## src/rtl/ccpu_pkg.sv

```systemverilog
package ccpu_pkg;

    typedef struct packed {
        logic n;
        logic z;
        logic v;
        logic c;
    } ccflags_t;

    typedef enum logic [3:0] {
        CND_EQ = 4'd0,
        CND_NE = 4'd1,
        CND_MI = 4'd2,
        CND_PL = 4'd3,
        CND_VS = 4'd4,
        CND_VC = 4'd5,
        CND_CS = 4'd6,
        CND_CC = 4'd7,
        CND_HI = 4'd8,
        CND_LS = 4'd9,
        CND_GE = 4'd10,
        CND_LT = 4'd11,
        CND_GT = 4'd12,
        CND_LE = 4'd13,
        CND_AL = 4'd14,
        CND_NV = 4'd15
    } cond_e;

    localparam int NUM_SETS = 2;

endpackage

```

## src/rtl/ccpu_flaggen.sv

```systemverilog
module ccpu_flaggen
    import ccpu_pkg::*;
#(
    parameter int W = 32
) (
    input  logic [W-1:0] a,
    input  logic [W-1:0] b,
    input  logic         sub,
    output ccflags_t     f
);
    logic [W-1:0] b_eff;
    logic [W:0]   sum;

    // subtract as a + ~b + 1, so the carry out reads as "no borrow"
    assign b_eff = sub ? ~b : b;
    assign sum   = {1'b0, a} + {1'b0, b_eff} + {{W{1'b0}}, sub};

    always_comb begin
        f.n = sum[W-1];
        f.z = (sum[W-1:0] == '0);
        f.c = sum[W];
        f.v = (a[W-1] == b_eff[W-1]) && (sum[W-1] != a[W-1]);
    end
endmodule

```

## src/rtl/ccpu_flagreg.sv

```systemverilog
module ccpu_flagreg
    import ccpu_pkg::*;
(
    input  logic     clk,
    input  logic     rst_n,
    input  logic     load,
    input  ccflags_t d,
    output ccflags_t q
);
    always_ff @(posedge clk or negedge rst_n) begin
        if (!rst_n)
            q <= '0;
        else if (load)
            q <= d;
    end
endmodule

```

## src/rtl/ccpu_condeval.sv

```systemverilog
module ccpu_condeval
    import ccpu_pkg::*;
(
    input  ccflags_t    f,
    input  logic [3:0]  code,
    output logic        taken
);
    cond_e cnd;
    assign cnd = cond_e'(code);

    always_comb begin
        unique case (cnd)
            CND_EQ: taken = f.z;
            CND_NE: taken = !f.z;
            CND_MI: taken = f.n;
            CND_PL: taken = !f.n;
            CND_VS: taken = f.v;
            CND_VC: taken = !f.v;
            CND_CS: taken = f.c;
            CND_CC: taken = !f.c;
            CND_HI: taken = f.c && !f.z;
            CND_LS: taken = !f.c || f.z;
            CND_GE: taken = (f.n == f.v);
            CND_LT: taken = (f.n != f.v);
            CND_GT: taken = !f.z && (f.n == f.v);
            CND_LE: taken = f.z || (f.n != f.v);
            CND_AL: taken = 1'b1;
            CND_NV: taken = 1'b0;
            default: taken = 1'b0;
        endcase
    end
endmodule

```

## src/rtl/ccpu_top.sv

```systemverilog
module ccpu_top
    import ccpu_pkg::*;
#(
    parameter int DATA_W = 64,
    parameter int LOW_W  = 32
) (
    input  logic              clk,
    input  logic              rst_n,
    input  logic [DATA_W-1:0] opnd_a,
    input  logic [DATA_W-1:0] opnd_b,
    input  logic              op_sub,
    input  logic              upd_en,
    input  logic [3:0]        cond_sel,
    input  logic              set_sel,
    output logic              br_taken
);
    ccflags_t nxt [NUM_SETS];
    ccflags_t cur [NUM_SETS];
    ccflags_t lo_q;
    ccflags_t hi_q;
    ccflags_t sel_f;

    // set 0 = low slice, set 1 = full width
    for (genvar gi = 0; gi < NUM_SETS; gi++) begin : g_set
        localparam int SW = (gi == 0) ? LOW_W : DATA_W;
        ccpu_flaggen #(.W(SW)) gen_i (
            .a   (opnd_a[SW-1:0]),
            .b   (opnd_b[SW-1:0]),
            .sub (op_sub),
            .f   (nxt[gi])
        );
        ccpu_flagreg reg_i (
            .clk   (clk),
            .rst_n (rst_n),
            .load  (upd_en),
            .d     (nxt[gi]),
            .q     (cur[gi])
        );
    end

    assign lo_q  = cur[0];
    assign hi_q  = cur[1];
    assign sel_f = set_sel ? hi_q : lo_q;

    ccpu_condeval eval_i (
        .f     (sel_f),
        .code  (cond_sel),
        .taken (br_taken)
    );
endmodule

```

## config.mk

```make
export PLATFORM = sky130hd
export DESIGN_NAME = ccpu_top
export DESIGN_NICKNAME = d
export VERILOG_FILES = /design/src/rtl/ccpu_pkg.sv /design/src/rtl/ccpu_flaggen.sv /design/src/rtl/ccpu_flagreg.sv /design/src/rtl/ccpu_condeval.sv /design/src/rtl/ccpu_top.sv
export SDC_FILE = /design/constraint.sdc
export NUM_CORES = 1
export LEC_CHECK = 0
export BUFFER_PORTS_ARGS = -buffer_cell sky130_fd_sc_hd__buf_2
export CORE_UTILIZATION = 41
export CTS_CLUSTER_DIAMETER = 120
export CTS_CLUSTER_SIZE = 16
export DETAILED_ROUTE_END_ITERATION = 16
export PLACE_DENSITY_LB_ADDON = 0.25
export SLEW_MARGIN = 25
export SYNTH_ARGS = -nofsm -noshare
export SYNTH_HDL_FRONTEND = slang
export SYNTH_SLANG_ARGS = --single-unit
```

## constraint.sdc

```tcl
create_clock -name clk -period 1.2 [get_ports clk]
set_input_delay 0.06 -clock clk [delete_from_list [all_inputs] [get_ports clk]]
set_output_delay 0.06 -clock clk [all_outputs]
set_load 0.02 [all_outputs]
```

-- Word level (Yosys, flattened, before mapping)
Index checks and enable logic that the tools add are counted.
- register bits after elaboration: 8
- output and inout bits: 1
- add/sub/neg operators: 4
- equality and inequality tests: 21
- muxes and demuxes: 4
- bitwise gates (word level): 2
- reduce and logical (&&, ||, !) cells: 13
- operators by type and width (kind ; count):
    adder 64 x 64 -> 65 bit ; 1
    adder 65 x 1 -> 65 bit ; 1
    logical NOT 64 bit ; 1
    2-to-1 mux 64 bit ; 1
    inverter 64 bit ; 1
    adder 32 x 32 -> 33 bit ; 1
    adder 33 x 1 -> 33 bit ; 1
    equality test 4 bit (second input constant) ; 8
    logical NOT 32 bit ; 1
    2-to-1 mux 32 bit ; 1
    inverter 32 bit ; 1
    equality test 4 x 3 -> 1 bit (second input constant) ; 4
    one-hot mux 1 bit (16 select lines) ; 1
    equality test 4 x 2 -> 1 bit (second input constant) ; 2
    equality test 4 x 1 -> 1 bit (second input constant) ; 1
    logical AND 1 bit ; 4
    logical NOT 1 bit ; 4
    logical NOT 4 bit ; 1
    2-to-1 mux 4 bit ; 1
    equality test 1 bit ; 3
    inequality test 1 bit ; 3
    logical OR 1 bit ; 2

-- Logic depth before layout (Yosys ltp)
- word-level depth: 6
- depth in mapped cells: 17
- depth with buffers taken out: 15

-- By module
From an unflattened synthesis, not the netlist that was laid out.
- cells, all modules: 1112
- area, all modules: 7926.4 sq um
- by module, submodules not included (module ; times used ; cells each ; area each (sq um) ; seq. area each (sq um)):
    ccpu_flaggen (g_set[1].gen_i) ; 1 ; 768 ; 5247.5 ; 0.0
    ccpu_flaggen (g_set[0].gen_i) ; 1 ; 314 ; 2253.4 ; 0.0
    ccpu_flagreg ; 2 ; 8 ; 145.1 ; 100.1
    ccpu_condeval ; 1 ; 10 ; 90.1 ; 0.0
    ccpu_top ; 1 ; 4 ; 45.0 ; 0.0

-- Worst setup path after synthesis
Ideal clock, no wire load.
- kind: input -> register
- start: input op_sub
- end: register g_set[1].reg_i.q[2] in the netlist's numbering
- setup time: 0.096 ns
- arrival: 3.452 ns
- setup slack: -2.347 ns
- stages: 17
- path buffers: 3
- cells stage by stage: buf_6 -> clkbuf_1 -> xor2_1 -> ha_1 -> buf_2 -> a211oi_1 -> nor2_1 -> a311o_1 -> mux2_1 -> a21o_1 -> nor4_1 -> nand4_1 -> and4bb_1 -> nand4_1 -> nor4_2 -> nand4_1 -> o32ai_2
- longest elaborated chain between the ends: 4
- RTL lines (item ; line ; text):
    start: declaration ; ccpu_top.sv:11 ; input logic op_sub,
    2-to-1 mux 64 bit ; ccpu_flaggen.sv:15 ; assign b_eff = sub ? ~b : b;
    adder 64 x 64 -> 65 bit ; ccpu_flaggen.sv:16 ; assign sum = {1'b0, a} + {1'b0, b_eff} + {{W{1'b0}}, sub};
    adder 65 x 1 -> 65 bit (*) ; ccpu_flaggen.sv:16 ;
    logical NOT 64 bit (*) ; ccpu_flaggen.sv:20 ; f.z = (sum[W-1:0] == '0);
    end signal: assignment ; ccpu_flagreg.sv:12 ; q <= '0;
    end signal: assignment ; ccpu_flagreg.sv:14 ; q <= d;
    end: declaration ; ccpu_flagreg.sv:8 ; output ccflags_t q
Mark *: on every way between the ends. The rest lies on a longest branch, timed or not.
A chain may end at the register's enable or synchronous reset.

-- Worst setup path in the final report
Same ends and word-level chain as after synthesis.

==> results.txt <==
* Status: finished with violations
- The checks that failed: setup timing.
* Biggest registers after layout: g_set.reg_i.q x8
- Of the post-synthesis cell area, the part taken by muxes is 3.06%.
- The library cell used most frequently in the layout, excluding fill and tap cells, is buf_4.
- Root cell of the clock tree: clkbuf_16
- Gpl congestion: 1.05
- The critical path contains buffers and inverters numbering 2 combined.
- Cell area after synthesis: 0.00543 mm²
* Flop pwr share: 4.4%
- Of all nets on the critical path, the largest fanout is 8.
- Critical Path Sink Type: register
- Excluding fillers, the count of instances in the completed layout stands at 1398.
- The worst setup path is launched from an input pin.
* Power density cells: 879 mW/mm²
* LEAKAGE: 4.62 nW
- After clock tree synthesis, the clock-pin slew on the worst setup and hold paths is 0.04 ns.
* Die Ht: 117 µm
- Sw Ratio: 46.3%
- Via count of the first global-routing pass: 7087
* Worst slack after detailed placement: -2.65 ns
- First-pass GRT wire length: 35.3 mm
- The synthesized design contains 8 register bits.
- CTS H-tree lvls: 1
- The most used flip-flop cell after synthesis is dfrtp_1.
- Once the floorplan was initialized, standard cells occupied 42.5% of the core.
- Critical-path top delay cell: or3b_4
- The critical path goes through buf_16 -> buf_16 -> xor2_1 -> ha_1 -> and2_4 -> nand3_1 -> a21o_1 -> nand2_1 -> or3b_4 -> a2111oi_4 -> o2111ai_2 -> a211oi_2 -> nand4_1 -> nor4_2 -> nand4_1 -> o32ai_2.
- The synthesized netlist devotes 33.9% of its cell area to compound gates.
- Antenna violations before repair: 0
- Clock tree from TritonCTS: yes
- Worst hold path type: in2async
- The share of total power dissipated in the clock network is 6.7%.
- Of the total synthesized cell area, the portion taken by XOR and XNOR cells is 16.8%.
- The final critical path takes up 281% of the cycle.
* Die Wd: 117 µm
- The routed layout has 7791 vias.
- Setup repair after global routing missed its margin: yes
- Yosys cell types: 81
* Site row count: 41
* Number of hold violations in the final report: 0
* Synthesis-to-layout area growth: 76.7%
* Initial DRC Count: 790
- The synthesized netlist devotes 14.9% of its cell area to adder and majority cells.
* Global-route congestion overflow total: 0
- Counting the buffers created by CTS gives 3.
- Total placed cells including tap cells: 1366
* Pins Over Slew Limit: 0
- Classification of the worst setup path: in2reg
- After synthesis, the largest family of logic cells by area is compound AO/OA/AOI/OAI gates.
- Highest-count cells in the layout ignoring fill and taps: buf_4 (316), buf_2 (135), nand2_1 (80)
- Maximum number of pins on one net before global-route repair: 16
* Fin crit period: 3.37 ns
- The tool flagged a number of max-cap violations equal to 0.
- Global routing used 32.9% of the available tracks.
- For this run, the post-layout net count is 1429.
- For this run, asynchronously set or reset flops after synthesis account for 100%.
- 138 I/O pins were placed.
- Synthesis produced a netlist whose cell count is 786.
- For this design, the sink count on the clock tree is 8.
* Combinational power share: 88.9%
- PnR worst setup slack: -2.17 ns
- Drt via density: 5.57
* Number of warnings printed during yosys synthesis: 0
* Post-route antenna net violation count: 0
- Of the total synthesized cell area, the portion taken by AND, OR, NAND and NOR gates is 22.7%.
- Final sum of negative setup slack: -13.36 ns
* First-pass iteration count of the detailed router: 5
* Setup clock skew after layout: 0 ns
- Drt drc: 0
* Number of flip-flops under the largest register name: 8
* Worst EP arrival: 3.51 ns
- Syn avg cell area: 6.91 µm²
- Post-layout total power: 8.43 mW
- The final layout contains routed wiring with a total length of 23.1 mm.
* Transition time of the tightest slew-check pin: 0.492 ns
* Insertion delay of the later-clocked pin in the worst-skew pair: 0.23 ns
- Setup violations remaining at the end of the flow were counted as 9.
* Maximum cell stage delay along the critical path: 0.41 ns
* Largest Register: g_set.reg_i.q
- Worst slew margin relative to its limit: 67.0%
- In this run the deepest clock path goes through 2 buffers.
- Buffers placed on the I/O ports in this run total 137.
- Routed length per placed instance: 16.5 µm
- Summing the sequential cell areas from Yosys gives 3.68% of the chip area.
* Total core area: 0.0128 mm²
* Layout cell share with drive strength beyond 1: 48.5%
* Die area: 0.0137 mm²
- IR analysis of the VDD net gives a maximum drop of 0.000454 V.
* Estimated wirelength of the detail-placed design: 18.3 mm
* Number of synthesized flops with an enable pin: 0
- Peak clock frequency supported by timing: 0.297 GHz
* Kind of cell adding the most delay to the critical path: simple AND/OR/NAND/NOR gates
- CP Data Required Time: 1.34 ns
* Total inserted antenna cells: 0
* Switching power: 3.90 mW
* Internal Power: 4.53 mW
- The number of nets in the synthesized netlist is 987.
metrics by stage:
step	util, %	hold slack (ns)	cell area (µm²)
2_1_floorplan	-	-0.236	5650
3_3_place_gp	67.4	-0.0844	8610
3_5_place_dp	67.4	-0.0841	8610
4_1_cts	71.9	0.209	9190
5_1_grt	75.2	0.238	9600
6_report	75.2	0.206	9600
cells in the mapped netlist (all sizes together), types with 8 or more instances:
master | instances | area, µm²
nor4 | 8 | 56.3
a21o | 22 | 165
nand2 | 81 | 304
ha | 63 | 788
xnor2 | 20 | 175
nand3 | 17 | 85.1
and2 | 8 | 50.1
nor2 | 63 | 244
dfrtp | 8 | 200
o21ai | 46 | 238
xor2 | 84 | 736
o211ai | 13 | 97.6
nand4 | 31 | 194
a211oi | 9 | 72.6
o21a | 11 | 82.6
nor3 | 25 | 130
buf | 13 | 72.6
clkbuf | 23 | 88.8
inv | 30 | 113
a21oi | 92 | 464
final cells by class:
class | count | area (µm²)
Clock buffer | 3 | 75.1
Fill cell | 1010 | 3170
Inverter | 30 | 113
Multi-Input combinational cell | 712 | 5580
Sequential cell | 8 | 200
Tap cell | 172 | 215
Timing Repair Buffer | 473 | 3420
per-layer routing:
layer	GRT usage (%)	share of wire, %	wire length (µm)
met1	49.3	47	10900
met2	50.3	42	9720
met3	4.58	9.3	2140
met4	4.89	1.5	342
met5	0	0	0
cells by family (layout without fill, tap and decap cells):
| kind of cell | Yosys count | count (layout) |
|---|---|---|
| fa+ha+maj | 64 | 64 |
| compound gates | 275 | 275 |
| xor+xnor | 104 | 104 |
| simple gates | 257 | 257 |
| flops | 8 | 8 |
| mux | 12 | 12 |
| buf+inv | 66 | 506 |
what timing repair did:
action                                 CTS  global route
setup endpoints to repair                9             9
pin swaps                               49            44
endpoints found under the hold margin    8             0
gates resized for setup                 71            53
setup buffers                           12            12
gates cloned                             3             2
hold buffers                             1             0
worst paths after layout:
path / startpoint / to / slack [ns] / cells after the start
setup / recovery: op_sub / g_set[1].reg_i.q[2]$_DFFE_PN0P_ / -2.17 / 16
hold / removal: rst_n / g_set[0].reg_i.q[0]$_DFFE_PN0P_ / 0.21 / 2
setup reg to reg: g_set[1].reg_i.q[3]$_DFFE_PN0P_ / g_set[1].reg_i.q[3]$_DFFE_PN0P_ / 0.18 / 3
hold reg to reg: g_set[0].reg_i.q[1]$_DFFE_PN0P_ / g_set[0].reg_i.q[1]$_DFFE_PN0P_ / 0.57 / 2
max in group asynchronous: rst_n / g_set[1].reg_i.q[2]$_DFFE_PN0P_ / 0.82 / 2
min in group clk: opnd_a[63] / g_set[1].reg_i.q[1]$_DFFE_PN0P_ / 0.22 / 3
power groups by stage:
| stage | Sequential [mW] | Combinational [mW] | Clock (mW) |
|---|---|---|---|
| after floorplan | 0.358 | 3.45 | 0 |
| after global placement | 0.367 | 6.43 | 0 |
| after detailed placement | 0.368 | 6.46 | 0 |
| after CTS | 0.365 | 6.94 | 0.565 |
| after global routing | 0.381 | 8.02 | 0.582 |
| final | 0.375 | 7.50 | 0.562 |
Power figures use the tool's default switching activity.
